`src/rtl/slot_pwm_pkg.sv`:
```
package slot_pwm_pkg;
  localparam int SLOTS  = 256;
  localparam int SLOT_W = $clog2(SLOTS);
  localparam int DATA_W = 8;

  typedef logic [SLOT_W-1:0] slot_t;

  typedef struct packed {
    logic  enable;
    slot_t duty;
  } pwm_cfg_t;
endpackage

```
`src/rtl/slot_pwm_prescale.sv`:
```
module slot_pwm_prescale #(
  parameter int DIV   = 4,
  parameter int CNT_W = (DIV > 1) ? $clog2(DIV) : 1
) (
  input  logic             clk,
  input  logic             rst,
  output logic             tick,
  output logic [CNT_W-1:0] cnt
);
  generate
    if (DIV > 1) begin : g_div
      localparam logic [CNT_W-1:0] LAST = CNT_W'(DIV - 1);
      logic [CNT_W-1:0] cnt_q;
      always_ff @(posedge clk) begin
        if (rst) begin
          cnt_q <= '0;
        end else if (cnt_q == LAST) begin
          cnt_q <= '0;
        end else begin
          cnt_q <= cnt_q + 1'b1;
        end
      end
      assign tick = (cnt_q == LAST);
      assign cnt  = cnt_q;
    end else begin : g_pass
      assign tick = 1'b1;
      assign cnt  = '0;
    end
  endgenerate
endmodule

```
`src/rtl/slot_pwm_regs.sv`:
```
module slot_pwm_regs
  import slot_pwm_pkg::*;
#(
  parameter int                ADDR_W    = 8,
  parameter logic [ADDR_W-1:0] CTRL_ADDR = 8'hD2,
  parameter logic [ADDR_W-1:0] DUTY_ADDR = 8'hD8,
  parameter int                EN_BIT    = 7
) (
  input  logic              clk,
  input  logic              rst,
  input  logic [ADDR_W-1:0] addr,
  input  logic              wr,
  input  logic [DATA_W-1:0] wdata,
  output logic [DATA_W-1:0] rdata,
  output pwm_cfg_t          cfg
);
  logic [DATA_W-1:0] ctrl_q;
  slot_t             duty_q;
  logic [DATA_W-1:0] rdata_q;

  always_ff @(posedge clk) begin
    if (rst) begin
      ctrl_q <= '0;
      duty_q <= '0;
    end else if (wr) begin
      if (addr == CTRL_ADDR) ctrl_q <= wdata;
      if (addr == DUTY_ADDR) duty_q <= wdata[SLOT_W-1:0];
    end
  end

  always_ff @(posedge clk) begin
    if (rst) begin
      rdata_q <= '0;
    end else begin
      unique case (addr)
        CTRL_ADDR: rdata_q <= ctrl_q;
        DUTY_ADDR: rdata_q <= DATA_W'(duty_q);
        default:   rdata_q <= '0;
      endcase
    end
  end

  assign rdata      = rdata_q;
  assign cfg.enable = ctrl_q[EN_BIT];
  assign cfg.duty   = duty_q;
endmodule

```
`src/rtl/slot_pwm_core.sv`:
```
module slot_pwm_core
  import slot_pwm_pkg::*;
(
  input  logic     clk,
  input  logic     rst,
  input  logic     tick,
  input  pwm_cfg_t cfg,
  output slot_t    slot,
  output logic     pin_d,
  output logic     pin_oe
);
  slot_t slot_q;
  logic  d_q, oe_q;

  always_ff @(posedge clk) begin
    if (rst) begin
      slot_q <= '0;
    end else if (tick) begin
      slot_q <= slot_q + 1'b1;
    end
  end

  always_ff @(posedge clk) begin
    if (rst) begin
      d_q  <= 1'b0;
      oe_q <= 1'b0;
    end else begin
      d_q  <= cfg.enable && (slot_q <= cfg.duty);
      oe_q <= cfg.enable;
    end
  end

  assign slot   = slot_q;
  assign pin_d  = d_q;
  assign pin_oe = oe_q;
endmodule

```
`src/rtl/slot_pwm.sv`:
```
module slot_pwm
  import slot_pwm_pkg::*;
#(
  parameter int                CLK_HZ    = 256_000_000,
  parameter int                PERIOD_HZ = 1000,
  parameter int                ADDR_W    = 8,
  parameter logic [ADDR_W-1:0] CTRL_ADDR = 8'hD2,
  parameter logic [ADDR_W-1:0] DUTY_ADDR = 8'hD8,
  parameter int                EN_BIT    = 7
) (
  input  logic              clk,
  input  logic              rst,
  input  logic [ADDR_W-1:0] cfg_addr,
  input  logic              cfg_wr,
  input  logic [7:0]        cfg_wdata,
  output logic [7:0]        cfg_rdata,
  output logic              pwm_o,
  output logic              pwm_oe
);
  localparam int DIV   = CLK_HZ / (PERIOD_HZ * SLOTS);
  localparam int CNT_W = (DIV > 1) ? $clog2(DIV) : 1;

  logic             tick;
  logic [CNT_W-1:0] pre_cnt;
  pwm_cfg_t         cfg;
  slot_t            slot;

  slot_pwm_prescale #(.DIV(DIV), .CNT_W(CNT_W)) i_pre (
    .clk (clk),
    .rst (rst),
    .tick(tick),
    .cnt (pre_cnt)
  );

  slot_pwm_regs #(
    .ADDR_W   (ADDR_W),
    .CTRL_ADDR(CTRL_ADDR),
    .DUTY_ADDR(DUTY_ADDR),
    .EN_BIT   (EN_BIT)
  ) i_regs (
    .clk  (clk),
    .rst  (rst),
    .addr (cfg_addr),
    .wr   (cfg_wr),
    .wdata(cfg_wdata),
    .rdata(cfg_rdata),
    .cfg  (cfg)
  );

  slot_pwm_core i_core (
    .clk   (clk),
    .rst   (rst),
    .tick  (tick),
    .cfg   (cfg),
    .slot  (slot),
    .pin_d (pwm_o),
    .pin_oe(pwm_oe)
  );
endmodule

```
`config.mk`:
```
export PLATFORM = sky130hd
export DESIGN_NAME = slot_pwm
export DESIGN_NICKNAME = d
export VERILOG_FILES = /design/src/rtl/slot_pwm_pkg.sv /design/src/rtl/slot_pwm_prescale.sv /design/src/rtl/slot_pwm_regs.sv /design/src/rtl/slot_pwm_core.sv /design/src/rtl/slot_pwm.sv
export SDC_FILE = /design/constraint.sdc
export NUM_CORES = 1
export LEC_CHECK = 0
export BUFFER_PORTS_ARGS = -buffer_cell sky130_fd_sc_hd__buf_2
export CAP_MARGIN = 20
export CORE_ASPECT_RATIO = 1.1
export CORE_MARGIN = 2
export CORE_UTILIZATION = 35
export CTS_CLUSTER_SIZE = 24
export DETAILED_ROUTE_END_ITERATION = 10
export GPL_TIMING_DRIVEN = 0
export PLACE_DENSITY = 0.62
export RECOVER_POWER = 50
export SYNTH_ARGS = -nofsm -noshare
export SYNTH_HDL_FRONTEND = slang
export SYNTH_HIERARCHICAL = 1
export SYNTH_SLANG_ARGS = --single-unit
export TNS_END_PERCENT = 50
```
`constraint.sdc`:
```
create_clock -name clk -period 3.4 [get_ports clk]
set_input_delay 0.68 -clock clk [delete_from_list [all_inputs] [get_ports clk]]
set_output_delay 0.68 -clock clk [all_outputs]
set_load 0.01 [all_outputs]
```
# After elaboration in Yosys (flattened, before gate mapping)
# Cells that the tools add are included.
[totals]
reg_bits = 44
inputBits = 19
out_inout_bits = 10
word_cells = 18
[classes]
n_addsub = 2
magnitude_cmp = 1
n_eq_ne = 3
muxes = 1
reduce_logical = 4
[ops]
columns = ["operator", "count"]
rows = [
  ["8-bit equality test (second input constant)", 2],
  ["8-bit one-hot mux with 2 select lines", 1],
  ["10-bit by 1-bit adder with 10-bit output (second input constant)", 1],
  ["10-bit equality test (second input constant)", 1],
  ["8-bit by 1-bit adder with 8-bit output (second input constant)", 1],
  ["8-bit less-or-equal comparator", 1],
  ["2-bit AND reduction", 2],
  ["2-bit OR reduction", 1],
  ["1-bit logical AND", 1],
]

# Longest topological paths before layout
# Gate-level depths: netlist (run 1).
[logic_depth]
depth_word = 2
depth_mapped = 7
ltp_nobuf = 7

# Modules after synthesis
# The synthesis (run 1) kept the hierarchy.
[modules_own_cells]
columns = ["module", "n_inst", "cells_each", "area_per_inst_um2", "seq_area_each_um2"]
rows = [
  ["slot_pwm_regs", 1, 97, 1028.5, 480.5],
  ["slot_pwm_core", 1, 66, 574.3, 200.2],
  ["slot_pwm_prescale", 1, 56, 490.5, 200.2],
]

# Least setup slack after synthesis (run 1)
# OpenSTA, ideal clock, no wires.
[synth_path]
path_kind = "register to register"
startpoint = "register i_pre.g_div.cnt_q[0], in the netlist i_pre/cnt[0]"
endpoint = "register i_core.slot_q[7], in the netlist i_core/slot[7]"
setup_time_ns = 0.070
t_arrival_ns = 1.880
required_ns = 3.330
setup_slack_ns = 1.449
path_stages_with_launch = 8
n_path_buf = 0
synth_period_minus_slack_ns = 1.951
cell_sequence = "dfxtp_1 ha_1 nand4bb_1 nor3_1 and3_1 nand2_1 or3_1 a21oi_1"
[synth_between]
elab_chain_cells = 1
[synth_lines]
columns = ["element", "line_no", "text"]
rows = [
  ["from (decl)", "slot_pwm_prescale.sv:13", "logic [CNT_W-1:0] cnt_q;"],
  ["from (signal assigned)", "slot_pwm_prescale.sv:20", "cnt_q <= cnt_q + 1'b1;"],
  ["10-bit equality test", "slot_pwm_prescale.sv:23", "assign tick = (cnt_q == LAST);"],
  ["via tick", "slot_pwm.sv:23", "logic tick;"],
  ["to (signal assigned)", "slot_pwm_core.sv:19", "slot_q <= slot_q + 1'b1;"],
  ["to (decl)", "slot_pwm_core.sv:12", "slot_t slot_q;"],
]
# The timed path passes the listed nets, and every way through them passes these cells.
# A chain may end at the register's enable or synchronous reset.

# Final worst setup path (run 1)
# Same ends and word-level chain as after synthesis.

==> out/results.tsv, run 1 <==
stage	metric	value	unit
status	status	finished clean	
logic_synthesis	post_synth_arst_share	0	%
global_routing	grt_start_max_net_pins	16	
clocking	cts.repair_timing.setup_buffer_count	0	
worst_setup_path	end_kind	flip-flop	
worst_setup_path	critical_path.max_fanout	5	
logic_synthesis	synth_sequential_area_ratio	42.08	%
floorplanning	placeableCoreArea	5769	um2
logic_synthesis	post_synth.cell_area_avg	9.558	um2
detailed_routing	routed-via-count	1610	
timing	fin_worst_skew	0.008885	ns
worst_setup_path	worstPathBufferInverterCount	0	
logic_synthesis	postSynthCellCount	219	
clocking	clock-sinks	44	
layout	flow.area_growth_from_synthesis	16.92	%
timing	final_hold_viol_count	0	
layout	most_common_library_cell_in_the_layout_ignoring_fill_and_taps	dfxtp_1	
worst_setup_path	timing.critical_path.from_type	flip-flop	
worst_setup_path	crit_path_top_delay_cell	nor3_1	
global_routing	first_global_vias	1540	
floorplanning	boundaryPins	29	
worst_setup_path	worst_path_cell_trace	ha_1 > nand4bb_1 > nor3_1 > and3_1 > nand2_1 > or3_1 > a21oi_1	
clocking	tritoncts.num_buffers	5	
worst_setup_path	worstSetupPathType	reg -> reg	
layout	post-route-util	42.42	%
clocking	cts-hold-fix-buffers	0	
clocking	reg_clk_slew_reported_paths	0.08	ns
placement	dp_hpwl	3028	um
layout	top_library_cells_by_usage_in_the_layout_fill_and_taps_aside	44 x dfxtp_1, 25 x nand2b_1, 21 x nor2_1, 19 x buf_2, 17 x mux2i_1	
global_routing	grt_first_pass_wirelength	7107	um
clocking	cts_tree	yes	
timing	setup_repair_after_global_routing_missed_its_margin	false	
logic_synthesis	number_of_flops_mapped_to_enable_cells_by_yosys	0	
clocking	clk-insertion-delay-late	0.29	ns
timing	worst_pin_slew	0.7350	ns
detailed_routing	detailed_route_wire_length	4110	um
floorplanning	row_cnt	29	
detailed_routing	final_antenna_net_count	0	
run	cap_viol_max_count	0	
global_routing	total_overflow_reported_by_the_global_router	0	
power	p_leak	0.9366	nW
worst_setup_path	critical_path.max_stage_delay	0.52	ns
power	peakVddDrop	0.0002719	V
timing	max_slew_margin	51.00	%
layout	design.final.nets	283	
logic_synthesis	top_ff_cell_synth	dfxtp_1	
detailed_routing	first_drt_pass_iteration_count	4	
floorplanning	initial_core_util	36.28	%
global_routing	antenna_found_initial	0	
layout	diodes	0	
clocking	clock_tree.buffer_depth	2	
detailed_routing	wire_per_inst	12.42	um
logic_synthesis	synth_seq_cells	44	
worst_setup_path	critical-path-top-delay-family	simple AND/OR/NAND/NOR gates	
timing	timing.final.crit_period	2.245	ns
logic_synthesis	ys.warnings.count	6	
timing	final_max_slew_viol_count	0	
logic_synthesis	synthDistinctLibCells	40	
worst_setup_path	worst_ep_arrival_time	2.47	ns
worst_setup_path	critPathRequiredTime	3.62	ns
floorplanning	die_width	77.74	um
detailed_routing	avgViaCountPerCell	4.864	
timing	timing.fmax	0.4453	GHz
power	power.density	425.8	nW/um2
floorplanning	die_ar	6616	um2
timing	finalSetupViolCount	0	
clocking	clock-root-buffer	clkbuf_8	
clocking	htree_num_levels	2	
detailed_routing	detail_route.drc_violations	0	
placement	finalWeightedCongestion	0.7439	
floorplanning	floorplan.die.height	85.11	um
layout	fraction_of_layout_cells_with_a_size_suffix_above_1	15.35	%
timing	setup_total_negative_slack	0	ns
detailed_routing	drt_first_iter_violations	61	
hold_path	min-delay-path-class	reg -> reg	
logic_synthesis	mappedNetlistArea	2093	um2
timing	timing.hold.ws	0.4674	ns
timing	timing.final.crit_share	66.04	%
global_routing	grt_usage	13.29	%
placement	numPortBuffers	28	
clocking	cts-resized-gates	0	
logic_synthesis	postSynthNetCount	248	
==> synthesized netlist by cell type (6+ instances only) <==
cell / instances / area (um2)
a21oi_1: 6 / 30.03
a22oi_1: 8 / 60.06
dfxtp_1: 44 / 880.8
ha_1: 10 / 125.1
inv_1: 11 / 41.29
mux2i_1: 17 / 170.2
nand2_1: 7 / 26.28
nand2b_1: 25 / 156.4
nand3_1: 6 / 30.03
nand4_1: 7 / 43.79
nor2_1: 21 / 78.83
o21ai_0: 7 / 35.03
==> registers in the layout (all words and copies together), names as in the netlist <==
register / flops
i_regs/rdata: 8
i_pre/cnt: 10
i_regs/duty_q: 8
i_regs/ctrl_q: 8
i_core/pin_oe: 1
i_core/slot: 8
i_core/pin_d: 1
==> cell type report <==
class / count / area (um2)
Buffer: 8 / 60.06
Clock buffer: 5 / 68.82
Clock inverter: 2 / 60.06
Fill cell: 579 / 3322
Inverter: 11 / 41.29
Multi-Input combinational cell: 156 / 1111
Sequential cell: 44 / 880.8
Tap cell: 77 / 96.34
Timing Repair Buffer: 28 / 128.9
==> where the power goes <==
| part | total (W) | internal, W | switching, W |
|---|---|---|---|
| Clock | 0.000464 | 0.000289 | 0.000174 |
| Combinational | 0.0000516 | 0.0000251 | 0.0000265 |
| Sequential | 0.000527 | 0.000521 | 0.00000615 |
==> cell families (layout without fill, tap and decap cells) <==
logic type,count (synthesis),after routing,share of synthesized area (%)
xor gates and xnor gates,8,8,3.347
and+or+nand+nor,91,91,26.42
DFF,44,44,42.08
muxes,17,17,8.129
AOI/OAI and AO/OA,30,30,9.205
buffers and inverters,19,54,4.841
adders and majority gates,10,10,5.977
==> worst register-to-register path, cell delays in order, from the launching register on <==
cell and delay [ns]:
dfxtp_1 0.37, ha_1 0.27, nand4bb_1 0.19, nor3_1 0.52
and3_1 0.31, nand2_1 0.07, or3_1 0.30, a21oi_1 0.13
==> metrics by stage <==
step / setup WS, ns / instances / power (W) / cell area (um2)
final: 1.155 / 331 / 0.001042 / 2447
after detailed placement: 1.163 / 324 / 0.0005916 / 2330
after global placement: 1.173 / 324 / 0.0005913 / 2330
after global routing: 0.8860 / 331 / 0.001078 / 2447
after CTS: 1.144 / 331 / 0.001053 / 2459
after floorplan: 1.449 / 219 / 0.0005693 / 2093
==> final timing paths <==
| check | start | to | slack (ns) | depth (start not counted) |
|---|---|---|---|---|
| min | i_pre/cnt[0] | i_pre/cnt[0] | 0.47 | 1 |
| max reg2reg | i_pre/cnt[0] | i_core/slot[7] | 1.15 | 7 |
| max | i_pre/cnt[0] | i_core/slot[7] | 1.15 | 7 |
| min reg2reg | i_pre/cnt[0] | i_pre/cnt[0] | 0.47 | 1 |
==> metal layers <==
layer / track usage, % / vias to the layer above / share of wire, %
li1: - / 833 / -
met1: 16.19 / 734 / 47
met2: 22.73 / 38 / 47
met3: 3.723 / 5 / 4.5
met4: 4.058 / 0 / 1.2
met5: 0 / - / 0
(Power assumes the default switching activity.)
==> run 2: changes to the inputs <==
==> constraint.sdc (replaced) <==
create_clock -name clk -period 2.3 [get_ports clk]
set_input_delay 0.46 -clock clk [delete_from_list [all_inputs] [get_ports clk]]
set_output_delay 0.46 -clock clk [all_outputs]
set_load 0.01 [all_outputs]
==> run 2 against run 1 <==
  * Flip-flop and latch count unchanged
  * Fmax increased by 8.9%
  * First-iteration DRC count decreased by 8.2%
  * Utilization about the same
  * Critical path type unchanged
  * Critical endpoint unchanged
  * Largest cell class unchanged
==> out/results.tsv, run 2 (synthesis gave the netlist of run 1 again) <==
stage	metric	value	unit	change
status	status	finished clean		
global_routing	grt_usage	13.29	%	unchanged
clocking	clk-insertion-delay-late	0.29	ns	about the same
placement	finalWeightedCongestion	0.7439		unchanged
timing	finalSetupViolCount	0		unchanged
worst_setup_path	timing.critical_path.from_type	flip-flop		
floorplanning	die_width	77.74	um	unchanged
placement	dpl_cell_area	2330	um2	unchanged
clocking	tritoncts.num_buffers	5		unchanged
timing	setup_repair_after_global_routing_missed_its_margin	false		
clocking	cts-resized-gates	0		unchanged
floorplanning	floorplan.die.height	85.11	um	unchanged
global_routing	grt_start_max_net_pins	16		unchanged
layout	fraction_of_layout_cells_with_a_size_suffix_above_1	15.35	%	unchanged
layout	top_library_cells_by_usage_in_the_layout_fill_and_taps_aside	44 x dfxtp_1, 25 x nand2b_1, 21 x nor2_1, 17 x mux2i_1, 17 x buf_2		
placement	dp_hpwl	3028	um	unchanged
power	power.clock.fraction	44.5	%	about the same
global_routing	antenna_found_initial	0		unchanged
detailed_routing	wire_per_inst	12.50	um	+0.68%
clocking	clock_tree.buffer_depth	2		unchanged
power	p_seq_share	50.5	%	about the same
clocking	htree_num_levels	2		unchanged
detailed_routing	drt_first_iter_violations	56		-8.2%
timing	timing.fmax	0.4849	GHz	+8.9%
floorplanning	placeableCoreArea	5769	um2	unchanged
layout	diodes	0		unchanged
detailed_routing	routed-via-count	1627		+1.1%
clocking	clock-sinks	44		unchanged
layout	design.final.nets	283		unchanged
power	comb_power_share	5.0	%	about the same
worst_setup_path	worst-r2r-cell-count	7		unchanged
worst_setup_path	worst_path_cell_trace	ha_1 > nand4bb_1 > nor3_2 > and3_1 > nand2_1 > or3_1 > a21oi_1		
timing	setup_total_negative_slack	0	ns	unchanged
clocking	cts.repair_timing.setup_buffer_count	0		unchanged
placement	numPortBuffers	28		unchanged
worst_setup_path	critical_path.max_fanout	5		unchanged
floorplanning	initial_core_util	36.28	%	unchanged
timing	final_hold_viol_count	0		unchanged
power	peakVddDrop	0.0004019	V	+48%
layout	most_common_library_cell_in_the_layout_ignoring_fill_and_taps	dfxtp_1		
worst_setup_path	crit_path_top_delay_cell	dfxtp_1		
power	power_report.internal_total	0.001235	W	+48%
worst_setup_path	worstPathBufferInverterCount	0		unchanged
timing	max_slew_margin	51.19	%	+0.19 points
worst_setup_path	worstSetupPathType	reg -> reg		
worst_setup_path	levels_on_crit_path	7		unchanged
global_routing	total_overflow_reported_by_the_global_router	0		unchanged
global_routing	first_global_vias	1540		unchanged
clocking	cts_tree	yes		
global_routing	grt_first_pass_wirelength	7107	um	unchanged
floorplanning	die_ar	6616	um2	unchanged
clocking	cts-hold-fix-buffers	0		unchanged
detailed_routing	detail_route.drc_violations	0		unchanged
layout	fillerInstances	581		+0.35%
worst_setup_path	critPathRequiredTime	2.52	ns	-1.10 ns
hold_path	hold_depth	3		+2
clocking	clock-root-buffer	clkbuf_8		
worst_setup_path	critical_path.max_stage_delay	0.37	ns	-0.15 ns
power	power.share.switching	19.88	%	about the same
power	net-switching-power	0.0003064	W	+48%
worst_setup_path	critical-path-top-delay-family	simple AND/OR/NAND/NOR gates		
detailed_routing	first_drt_pass_iteration_count	7		+3
timing	worst_pin_slew	0.7321	ns	-0.002866 ns
layout	flow.area_growth_from_synthesis	17.04	%	
timing	timing.final.crit_period	2.062	ns	-0.1833 ns
floorplanning	row_cnt	29		unchanged
clocking	reg_clk_slew_reported_paths	0.08	ns	about the same
layout	fin_cells	331		unchanged
hold_path	min-delay-path-class	in -> reg		
timing	final_max_slew_viol_count	0		unchanged
power	p_leak	0.9285	nW	-0.87%
worst_setup_path	end_kind	flip-flop		
placement	placedCellCount	324		unchanged
timing	timing.final.crit_share	89.66	%	+24 points
timing	fin_worst_skew	0.008754	ns	-0.0001309 ns
power	power.density	629.0	nW/um2	+48%
layout	largest_register_ffs	10		unchanged
detailed_routing	detailed_route_wire_length	4138	um	+0.68%
detailed_routing	avgViaCountPerCell	4.915		+1.1%
layout	post_route_design_area	2450	um2	+0.10%
detailed_routing	final_antenna_net_count	0		unchanged
run	cap_viol_max_count	0		unchanged
worst_setup_path	worst_ep_arrival_time	2.28	ns	-0.19 ns
floorplanning	boundaryPins	29		unchanged
==> run 2: path summary, 6_finish.rpt <==
| check | from | end | slack [ns] |
|---|---|---|---|
| max reg2reg | i_pre/cnt[0] | i_core/slot[7] | 0.24 |
| min | cfg_wdata[3] | i_regs/ctrl_q[3] | 0.44 |
| max | i_pre/cnt[0] | i_core/slot[7] | 0.24 |
| min reg2reg | i_pre/cnt[0] | i_pre/cnt[0] | 0.47 |
==> run 2: cell type report <==
class	instances	area (um2)	share of cell area (%)
Sequential cell	44	880.8	35.96
Timing Repair Buffer	28	126.4	5.158
Clock inverter	2	60.06	2.451
Tap cell	77	96.34	3.933
Buffer	8	60.06	2.451
Multi-Input combinational cell	156	1116	45.56
Clock buffer	5	68.82	2.809
Inverter	11	41.29	1.685
==> run 2: power groups by stage <==
stage	clock network, W	registers [W]	logic (W)
after floorplan	0	0.000795	0.0000468
after global placement	0	0.000797	0.0000774
after detailed placement	0	0.000797	0.0000777
after CTS	0.000700	0.000779	0.0000779
after global routing	0.000727	0.000781	0.0000864
final	0.000685	0.000779	0.0000769
==> run 2: worst min-delay path, cell delays in order <==
cell,delay [ns]
buf_2,0.10
nand2b_1,0.08
mux2i_1,0.06
==> run 2: metrics by stage <==
| stage | hold WS, ns | power (W) | utilization, % | worst slack, ns |
|---|---|---|---|---|
| after global routing | 0.4566 | 0.001594 | 42.46 | 0.02776 |
| after floorplan | 0.4258 | 0.0008416 | - | 0.3492 |
| after CTS | 0.4484 | 0.001556 | 42.62 | 0.04352 |
| after detailed placement | 0.4551 | 0.0008745 | 40.38 | 0.06291 |
| after global placement | 0.4432 | 0.0008741 | 40.38 | 0.07315 |
| final | 0.4449 | 0.001541 | 42.46 | 0.2378 |
==> run 2: metal layers <==
metal / vias up / GRT usage (%) / share of wire [%]
met5: - / 0 / 0
met4: 0 / 4.058 / 1.3
met3: 9 / 3.723 / 4.7
met2: 47 / 22.73 / 47
met1: 738 / 16.19 / 47
li1: 833 / - / -
==> run 3: changes to the inputs <==
--- a/config.mk
+++ b/config.mk
@@ -5,6 +5,7 @@
 export SDC_FILE = /design/constraint.sdc
 export NUM_CORES = 1
 export LEC_CHECK = 0
+export ABC_AREA = 1
 export BUFFER_PORTS_ARGS = -buffer_cell sky130_fd_sc_hd__buf_2
 export CAP_MARGIN = 20
 export CORE_ASPECT_RATIO = 1.1
@@ -13,7 +14,7 @@
 export CTS_CLUSTER_SIZE = 24
 export DETAILED_ROUTE_END_ITERATION = 10
 export GPL_TIMING_DRIVEN = 0
-export PLACE_DENSITY = 0.62
+export PLACE_DENSITY = 0.61
 export RECOVER_POWER = 50
 export SYNTH_ARGS = -nofsm -noshare
 export SYNTH_HDL_FRONTEND = slang
==> run 3 against run 2 <==
  * Via count grew 21%
  * Non-clock buffer count increased by 1
  * Final area rose by 13%
  * Routed wire length up 12%
  * Global-route usage decreased by 0.51 points
  * Hold slack got worse by 0.026 ns
  * Sequential share of layout area is 4.2 points lower
  * Final cell count up 35%
  * Worst setup slack better by 0.26 ns
  * Largest power group unchanged
  * Register-to-register slack better by 0.27 ns
  * Power decreased by 4.9%
==> out/results.tsv, run 3 <==
stage	metric	value	unit	change
layout	largest_register_ffs	10		unchanged
logic_synthesis	postSynthNetCount	356		+44%
detailed_routing	final_antenna_net_count	0		unchanged
power	power.density	528.9	nW/um2	-16%
worst_setup_path	critical_path.max_stage_delay	0.54	ns	+0.17 ns
worst_setup_path	critPathRequiredTime	2.50	ns	-0.02 ns
placement	worst_slack_at_placement	0.5115	ns	+0.4486 ns
layout	most_common_library_cell_in_the_layout_ignoring_fill_and_taps	inv_1		
detailed_routing	drt_first_iter_violations	48		-14%
layout	flow.area_growth_from_synthesis	10.97	%	
worst_setup_path	worst_ep_arrival_time	2.00	ns	-0.28 ns
clocking	reg_clk_slew_reported_paths	0.08	ns	about the same
layout	post-route-util	39.78	%	-2.7 points
timing	finalSetupViolCount	0		unchanged
clocking	cts-resized-gates	0		unchanged
logic_synthesis	ys.warnings.count	6		unchanged
placement	numPortBuffers	27		-3.6%
timing	max_slew_margin	59.15	%	+8.0 points
timing	timing.final.crit_period	1.806	ns	-0.2562 ns
worst_setup_path	crit_path_launch	cfg_addr[5]		
clocking	htree_num_levels	2		unchanged
logic_synthesis	synth_compound_gate_area_share	6.313	%	-2.9 points
clocking	clock_tree.buffer_depth	2		unchanged
logic_synthesis	yosysMostFrequentCell	inv_1		
clocking	clk-insertion-delay-late	0.30	ns	about the same
clocking	cts.repair_timing.setup_buffer_count	0		unchanged
detailed_routing	avgViaCountPerCell	4.391		-11%
logic_synthesis	yosys.area_share.simple	36.02	%	+9.6 points
logic_synthesis	synth_top_cell_area_share	35.27	%	-6.8 points
global_routing	grt_first_pass_wirelength	8052	um	+13%
timing	timing.fmax	0.5537	GHz	+14%
logic_synthesis	mappedNetlistArea	2497	um2	+19%
timing	final_max_slew_viol_count	0		unchanged
floorplanning	floorplan.die.height	92.60	um	+8.8%
worst_setup_path	crit_path_top_delay_cell	clkbuf_1		
timing	final_hold_viol_count	0		unchanged
logic_synthesis	synthDistinctLibCells	28		-30%
power	peakVddDrop	0.0002406	V	-40%
run	cap_viol_max_count	0		unchanged
timing	worst_pin_slew	0.6127	ns	-0.1194 ns
worst_setup_path	end_kind	flip-flop		
global_routing	grt_start_max_net_pins	16		unchanged
detailed_routing	detail_route.drc_violations	0		unchanged
placement	finalWeightedCongestion	0.8015		+7.7%
power	power	0.001466	W	-4.9%
floorplanning	boundaryPins	29		unchanged
global_routing	total_overflow_reported_by_the_global_router	0		unchanged
logic_synthesis	post_synth.cell_area_avg	7.637	um2	-20%
worst_setup_path	critical_path.max_fanout	10		+5
timing	setup_total_negative_slack	0	ns	unchanged
floorplanning	row_cnt	32		+10%
layout	diodes	0		unchanged
floorplanning	initial_core_util	35.85	%	-0.44 points
timing	fin_ws	0.4941	ns	+0.2562 ns
layout	fraction_of_layout_cells_with_a_size_suffix_above_1	20.44	%	+5.1 points
worst_setup_path	worst_path_cell_trace	buf_2 > inv_1 > nand2_4 > nor2_1 > clkbuf_1 > nand4_1 > nand2_1 > nor2_1		
worst_setup_path	timing.critical_path.from_type	input port		
detailed_routing	detailed_route_wire_length	4626	um	+12%
floorplanning	die_ar	7828	um2	+18%
detailed_routing	wire_per_inst	10.35	um	-17%
global_routing	antenna_found_initial	0		unchanged
global_routing	first_global_vias	1859		+21%
worst_setup_path	cpMostUsedCell	nor2_1		
worst_setup_path	worstSetupPathType	in -> reg		
logic_synthesis	number_of_flops_mapped_to_enable_cells_by_yosys	0		unchanged
worst_setup_path	r2r_startpoint	i_pre/cnt[0]		
logic_synthesis	synth_top_family_by_area	simple AND/OR/NAND/NOR gates		
floorplanning	die_width	84.54	um	+8.8%
logic_synthesis	synth_fa_ha_area_share	5.010	%	-0.97 points
logic_synthesis	post_synth_xor_area_fraction	1.754	%	-1.6 points
clocking	cts_tree	yes		
logic_synthesis	synth_seq_cells	44		unchanged
placement	placedCellCount	439		+35%
logic_synthesis	yosys-top-cells-area	dfxtp_1 35%, inv_1 11%, nand2_1 9.6%		
timing	timing.final.crit_share	78.52	%	-11 points
clocking	clock-root-buffer	clkbuf_8		
clocking	cts-hold-fix-buffers	0		unchanged
global_routing	grt_usage	12.78	%	-0.51 points
timing	fin_worst_skew	0.007600	ns	-0.001155 ns
timing	setup_repair_after_global_routing_missed_its_margin	false		
hold_path	hold_start	rst		
logic_synthesis	synth.largest_area_cell	dfxtp_1		
logic_synthesis	synth_sequential_area_ratio	35.27	%	-6.8 points
status	status	finished clean		
layout	fin_cells	447		+35%
layout	top_library_cells_by_usage_in_the_layout_fill_and_taps_aside	72 x inv_1, 64 x nand2_1, 44 x dfxtp_1, 37 x nor2_1, 23 x buf_2		
floorplanning	placeableCoreArea	6967	um2	+21%
hold_path	min-delay-path-class	in -> reg		
layout	design.final.nets	390		+38%
detailed_routing	routed-via-count	1963		+21%
logic_synthesis	top_ff_cell_synth	dfxtp_1		
clocking	clock-sinks	44		unchanged
detailed_routing	first_drt_pass_iteration_count	4		-3
logic_synthesis	synth.cells.most_frequent	72 x inv_1, 64 x nand2_1, 44 x dfxtp_1, 36 x nor2_1, 17 x nand4_1		
logic_synthesis	postSynthCellCount	327		+49%
clocking	tritoncts.num_buffers	5		unchanged
logic_synthesis	post_synth_arst_share	0	%	unchanged
logic_synthesis	synth.area.mux_share	0	%	-8.1 points
placement	dp_hpwl	3549	um	+17%
power	p_leak	1.241	nW	+34%
## run 3: cell count changes after synthesis, sizes merged, moves of 5 or more
cell    before  now
nand2        7   72
nor2        21   43
nor2b        5    0
mux2i       17    0
nand3        7   26
a21oi        6   20
nand2b      25    0
a22oi        8    0
inv         11   74
and3         5    0
nand4        8   17
## run 3: area by class of cell
| type | count | area (um2) |
|---|---|---|
| clock buffer | 5 | 68.82 |
| sequential | 44 | 880.8 |
| clock inverter | 3 | 47.55 |
| fill | 734 | 4195 |
| timing repair buffer | 27 | 128.9 |
| tap | 85 | 106.4 |
| buffer | 10 | 96.34 |
| multi-input combinational | 199 | 1165 |
| inverter | 74 | 277.8 |
## run 3: kinds of logic (layout without fill, tap and decap cells)
family                   Yosys count  count (layout)
flip-flops                        44              44
buffers and inverters             84             119
AND/OR/NAND/NOR                  159             159
XOR/XNOR                           5               5
AO/OA/AOI/OAI                     25              25
adder cells (fa/ha/maj)           10              10
## run 3: per-stage QoR
step	hold WS [ns]	area (um2)
final	0.4191	2771
after global routing	0.4279	2771
after CTS	0.3677	2855
after detailed placement	0.4550	2739
after global placement	0.4431	2739
after floorplan	0.4288	2497
## run 3: critical path, delay by kind of cell
family                 cells  cell delay (ns)
buffers and inverters      3             0.71
AND/OR/NAND/NOR            5             0.82
## run 3: per-layer routing
metal,share of wire (%),vias up,track usage (%)
met5,0,-,0
li1,-,1069,-
met2,49,42,22.77
met4,1.6,0,4.365
met1,45,847,15.08
met3,3.6,5,2.763
## run 3: path summary, 6_finish.rpt
| kind | to | slack (ns) | cells after the start |
|---|---|---|---|
| hold reg to reg | i_pre/cnt[9] | 0.47 | 2 |
| hold / removal | i_core/slot[5] | 0.42 | 2 |
| setup / recovery | i_regs/duty_q[5] | 0.49 | 8 |
| setup reg to reg | i_core/slot[6] | 0.51 | 10 |
## run 3: report_power, final
| part | leakage (nW) | switching, W | internal, W | total [W] |
|---|---|---|---|---|
| Clock | 0.0583 | 0.000272 | 0.000327 | 0.000599 |
| Sequential | 0.355 | 0.00000475 | 0.000766 | 0.000771 |
| Combinational | 0.828 | 0.0000598 | 0.0000358 | 0.0000955 |
| Total | 1.24 | 0.000337 | 0.00113 | 0.00147 |
